**config.mk**
```make
export PLATFORM = sky130hd
export DESIGN_NAME = fcmp_cond_queue
export DESIGN_NICKNAME = d
export VERILOG_FILES = /design/src/rtl/fcq_pkg.sv /design/src/rtl/fcq_pick.sv /design/src/rtl/fcq_ydec.sv /design/src/rtl/fcq_next.sv /design/src/rtl/fcmp_cond_queue.sv
export SDC_FILE = /design/constraint.sdc
export NUM_CORES = 1
export LEC_CHECK = 0
export CORE_UTILIZATION = 41
export DETAILED_ROUTE_END_ITERATION = 10
export GPL_TIMING_DRIVEN = 0
export PLACE_DENSITY = 0.8
export RECOVER_POWER = 50
export SLEW_MARGIN = 5
export SYNTH_ARGS = -nofsm -noshare
export SYNTH_HDL_FRONTEND = slang
export SYNTH_SLANG_ARGS = --single-unit
```
**constraint.sdc**
```tcl
create_clock -name clk -period 3.2 [get_ports clk]
set_input_delay 0.64 -clock clk [delete_from_list [all_inputs] [get_ports clk]]
set_output_delay 0.64 -clock clk [all_outputs]
set_load 0.02 [all_outputs]
```
**src/rtl/fcq_pkg.sv**
```systemverilog
package fcq_pkg;
  localparam int REL_N  = 4;
  localparam int MASK_W = REL_N + 1;
  localparam int SIG_BIT = 0;

  typedef struct packed {
    logic accept;
    logic outcome;
    logic signaling;
  } fcq_pick_t;
endpackage

```
**src/rtl/fcq_pick.sv**
```systemverilog
module fcq_pick
  import fcq_pkg::*;
(
  input  logic [REL_N-1:0]  rel,
  input  logic [MASK_W-1:0] mask,
  output fcq_pick_t         pick
);
  logic [REL_N-1:0] hit;

  genvar i;
  generate
    for (i = 0; i < REL_N; i++) begin : g_rel
      assign hit[i] = rel[i] & mask[i+1];
    end
  endgenerate

  always_comb begin
    pick.accept    = ($countones(rel) == 1);
    pick.outcome   = |hit;
    pick.signaling = mask[SIG_BIT];
  end
endmodule

```
**src/rtl/fcq_ydec.sv**
```systemverilog
module fcq_ydec #(
  parameter int SW      = 32,
  parameter int YW      = 4,
  parameter int Y_MAX   = 11,
  parameter int IDX_TOP = 21
) (
  input  logic [YW-1:0] sel_y,
  output logic [SW-1:0] tgt,
  output logic          y_ok,
  output logic          push
);
  localparam int Q_LO = IDX_TOP - Y_MAX + 1;
  localparam logic [YW-1:0] Y_LIM = YW'(Y_MAX);

  genvar b;
  generate
    for (b = 0; b < SW; b++) begin : g_bit
      if (b >= Q_LO && b <= IDX_TOP) begin : g_sel
        assign tgt[b] = (sel_y == YW'(IDX_TOP + 1 - b));
      end else begin : g_none
        assign tgt[b] = 1'b0;
      end
    end
  endgenerate

  assign y_ok = (sel_y <= Y_LIM);
  assign push = (sel_y == '0);
endmodule

```
**src/rtl/fcq_next.sv**
```systemverilog
module fcq_next #(
  parameter int SW       = 32,
  parameter int Y_MAX    = 11,
  parameter int IDX_TOP  = 21,
  parameter int HEAD_BIT = 26
) (
  input  logic [SW-1:0] cur,
  input  logic [SW-1:0] tgt,
  input  logic          apply,
  input  logic          push,
  input  logic          outcome,
  output logic [SW-1:0] nxt
);
  localparam int Q_LO = IDX_TOP - Y_MAX + 1;

  logic [SW-1:0] pushed;
  logic [SW-1:0] indexed;

  genvar b;
  generate
    for (b = 0; b < SW; b++) begin : g_bit
      if (b == HEAD_BIT) begin : g_head
        assign pushed[b] = outcome;
      end else if (b == IDX_TOP) begin : g_tail_in
        assign pushed[b] = cur[HEAD_BIT];
      end else if (b >= Q_LO && b < IDX_TOP) begin : g_shift
        assign pushed[b] = cur[b+1];
      end else begin : g_keep
        assign pushed[b] = cur[b];
      end
      assign indexed[b] = tgt[b] ? outcome : cur[b];
    end
  endgenerate

  always_comb begin
    if (!apply)    nxt = cur;
    else if (push) nxt = pushed;
    else           nxt = indexed;
  end
endmodule

```
**src/rtl/fcmp_cond_queue.sv**
```systemverilog
module fcmp_cond_queue
  import fcq_pkg::*;
#(
  parameter int SW       = 32,
  parameter int YW       = 4,
  parameter int Y_MAX    = 11,
  parameter int IDX_TOP  = 21,
  parameter int HEAD_BIT = 26
) (
  input  logic              clk,
  input  logic              rst,
  input  logic              upd_valid,
  input  logic [REL_N-1:0]  rel_onehot,
  input  logic [MASK_W-1:0] cond_mask,
  input  logic [YW-1:0]     sel_y,
  input  logic              ld_en,
  input  logic [SW-1:0]     ld_data,
  output logic [SW-1:0]     status_q,
  output logic              sig_o,
  output logic              err_o
);
  fcq_pick_t     pick;
  logic [SW-1:0] tgt;
  logic          y_ok;
  logic          push;
  logic          apply;
  logic [SW-1:0] base;
  logic [SW-1:0] nxt;

  fcq_pick u_pick (
    .rel  (rel_onehot),
    .mask (cond_mask),
    .pick (pick)
  );

  fcq_ydec #(.SW(SW), .YW(YW), .Y_MAX(Y_MAX), .IDX_TOP(IDX_TOP)) u_ydec (
    .sel_y (sel_y),
    .tgt   (tgt),
    .y_ok  (y_ok),
    .push  (push)
  );

  assign apply = upd_valid & pick.accept & y_ok;
  assign base  = ld_en ? ld_data : status_q;

  fcq_next #(.SW(SW), .Y_MAX(Y_MAX), .IDX_TOP(IDX_TOP), .HEAD_BIT(HEAD_BIT)) u_next (
    .cur     (base),
    .tgt     (tgt),
    .apply   (apply),
    .push    (push),
    .outcome (pick.outcome),
    .nxt     (nxt)
  );

  always_ff @(posedge clk) begin
    if (rst) begin
      status_q <= '0;
      sig_o    <= 1'b0;
      err_o    <= 1'b0;
    end else begin
      status_q <= nxt;
      sig_o    <= apply & pick.signaling;
      err_o    <= upd_valid & ~(pick.accept & y_ok);
    end
  end
endmodule

```
==> run metrics <==
Worst R2R End status_q[14]$_SDFF_PP0_; Post-CTS Hold Buffers 0; first-pass GRT wire length 6870 um; reg2reg path depth 4; Tcrit/Tclk final 87.1%; Crit. End Element flop; status finished clean; post-layout net count 327; main flop type after synthesis dfxtp_1; crit path time final 2.79 ns; FF+latch count, synth 34; syn avg cell area 9.54 um2; setup bufs post-CTS 0; worst min path class reg -> reg; origin of the critical flop-to-flop path status_q[14]$_SDFF_PP0_; DR pass1 iterations 4; Placeable Area 4090 um2; wire per inst 13.9 um; Async S/R FF share, synth 0%; skew final 0.00200 ns; f_max 0.359 GHz; RSZ-0062 raised after global routing false; Worst Path Buf+Inv 2; slowest stage delay, CP 0.45 ns; Synth Instances 187; HP Start status_q[5]$_SDFFE_PP0P_; diodes inserted 0; final count of negative-setup-slack endpoints 0; initial antenna violation count 0; CTS buffer count 5; largest cells by area after synthesis dfxtp_1, mux2i_1, nor2_1; row count 23; CP startpoint rel_onehot[0]; fraction of layout cells with a size suffix above 1 7.27%; slowest library cell on the worst path fa_1; via count 1698; clk_lat worst skew 0.28 ns; Total Routed Length 4520 um; crit path DAT 2.93 ns; post-synth net total 240; PortBufs 80; flop-to-flop setup slack 1.98 ns; Pins Over Slew Limit 0; CP Max Fanout 10; Top Family by Delay on Critical Path adder cells; Max-Cap Viols 0; fin util 66.5%; chip width 68.0 um; worst-path cell chain clkdlybuf4s50_1 > ha_1 > ha_1 > fa_1 > nor3b_1 > nand2_1 > clkbuf_8 > a311oi_1 > a211oi_1; post-synthesis instance area 1780 um2; Yosys top cell area share 38.1%; die height 68.0 um; vias in the first global route 1582; clock-pin transition on the worst setup and hold timing paths 0.07 ns; post-synth top area cell dfxtp_1; Worst slew margin 50.6%; Setup crit end status_q[14]$_SDFF_PP0_; Worst Tran Pin Value 0.740 ns; synth unique cells 35; grt ovf 0; YS warnings 0; area grow syn2layout 52.4%; Crit path top cell by count ha_1; PostCTS Resize Cnt 0; Root Buffer clkbuf_8; clock tree buffer depth 2; gpl congestion 0.831; Max VDD drop 285 uV; Cell Pwr Density 411 nW/um2; Hold Vio Cnt, Final 0; Iter 0 DRT Violations 105; Routed Antenna Nets 0; vias per std cell 5.22; CTS tree yes; largest net degree at the start of global routing 11; Worst setup SP type input pin; Seq/Total Area, Yosys 38.1%; Crit Path Category in -> reg; drc violations 0; Critical Path RT 3.35 ns; Ports 83; Total GRT Usage 19.4%; # clock sinks 34; H-tree depth 2; Setup TNS Final 0 ns; die footprint 4620 um2; Initial Util 43.7%; total stage count of the critical path 9; Post-synth EDFFs 0; hpwl dp 3430 um; count leader, synth nor2_1; leak pwr 1.13 nW; top cells by count, synth nor2_1, dfxtp_1, mux2i_1
## registers in the layout, summed over array words and instances (netlist names)
signal and flops:
err_o 1, sig_o 1, status_q 32
## metal layers
layer,GRT usage [%],vias up,part of all wire (%)
met5,0,-,0
met4,5.47,0,1.1
met3,4.50,6,5.3
met2,33.5,47,50
met1,23.7,792,43
li1,-,853,-
## stage by stage
step	cell area [um2]	instances	setup slack (ns)	hold slack, ns	power [mW]
after floorplan	1780	187	0.743	0.583	0.659
after global placement	2650	317	0.162	0.471	0.805
after detailed placement	2650	317	0.105	0.484	0.812
after CTS	2740	325	0.401	0.500	1.14
after global routing	2720	325	0.231	0.515	1.17
final	2720	325	0.414	0.487	1.12
## cells by family after synthesis
| family | synth area share (%) |
|---|---|
| DFF | 38.1 |
| buffers and inverters | 7.85 |
| muxes | 18.0 |
| adders and majority gates | 3.23 |
| AOI/OAI and AO/OA | 17.1 |
| and+or+nand+nor | 15.7 |
## layout make-up
type,count,area [um2]
Buffer,16,113
Clock buffer,7,86.3
Clock inverter,1,5.00
Fill cell,362,1370
Inverter,2,7.51
Multi-Input combinational cell,135,963
Sequential cell,34,681
Tap cell,50,62.6
Timing Repair Buffer,80,801
## power breakdown
part	internal, mW	leakage (nW)	total (mW)	switching [mW]
registers	0.456	0.281	0.471	0.0146
clock network	0.174	0.0482	0.324	0.150
logic	0.169	0.803	0.324	0.154
## how the worst min path moves through the flow
stage	end	slack [ns]	depth (start not counted)
floorplan	status_q[0]$_SDFFE_PP0P_	0.58	2
global placement	status_q[31]$_SDFFE_PP0P_	0.47	2
detailed placement	status_q[5]$_SDFFE_PP0P_	0.48	2
CTS	status_q[5]$_SDFFE_PP0P_	0.50	2
global route	status_q[5]$_SDFFE_PP0P_	0.52	2
finish	status_q[5]$_SDFFE_PP0P_	0.49	2
## cells in the final DEF, fill, tap and decap left out, types with 2 or more instances in the layout
cell type / netlist / layout
clkdlybuf4s50_1: 0 / 66
nor3b_1: 3 / 3
a22oi_1: 2 / 2
nor2_1: 37 / 37
inv_1: 2 / 2
clkbuf_1: 5 / 10
a21oi_1: 2 / 2
nor3_1: 4 / 4
a221oi_1: 5 / 5
o21ai_0: 8 / 8
or2b_2: 2 / 2
a311oi_1: 2 / 2
and2_1: 2 / 2
clkbuf_8: 5 / 10
dfxtp_1: 34 / 34
o22ai_1: 2 / 2
mux2i_1: 32 / 32
o311ai_0: 7 / 7
a211oi_1: 5 / 5
dlygate4sd3_1: 0 / 14
ha_1: 3 / 3
a221oi_2: 3 / 3
nand2_1: 5 / 5
## tightest hold or removal path, delay by kind of cell (launching register included)
family	cells	cell delay (ns)
muxes	1	0.06
and+or+nand+nor	1	0.07
DFF	1	0.32
Power figures use the tool's default switching activity.
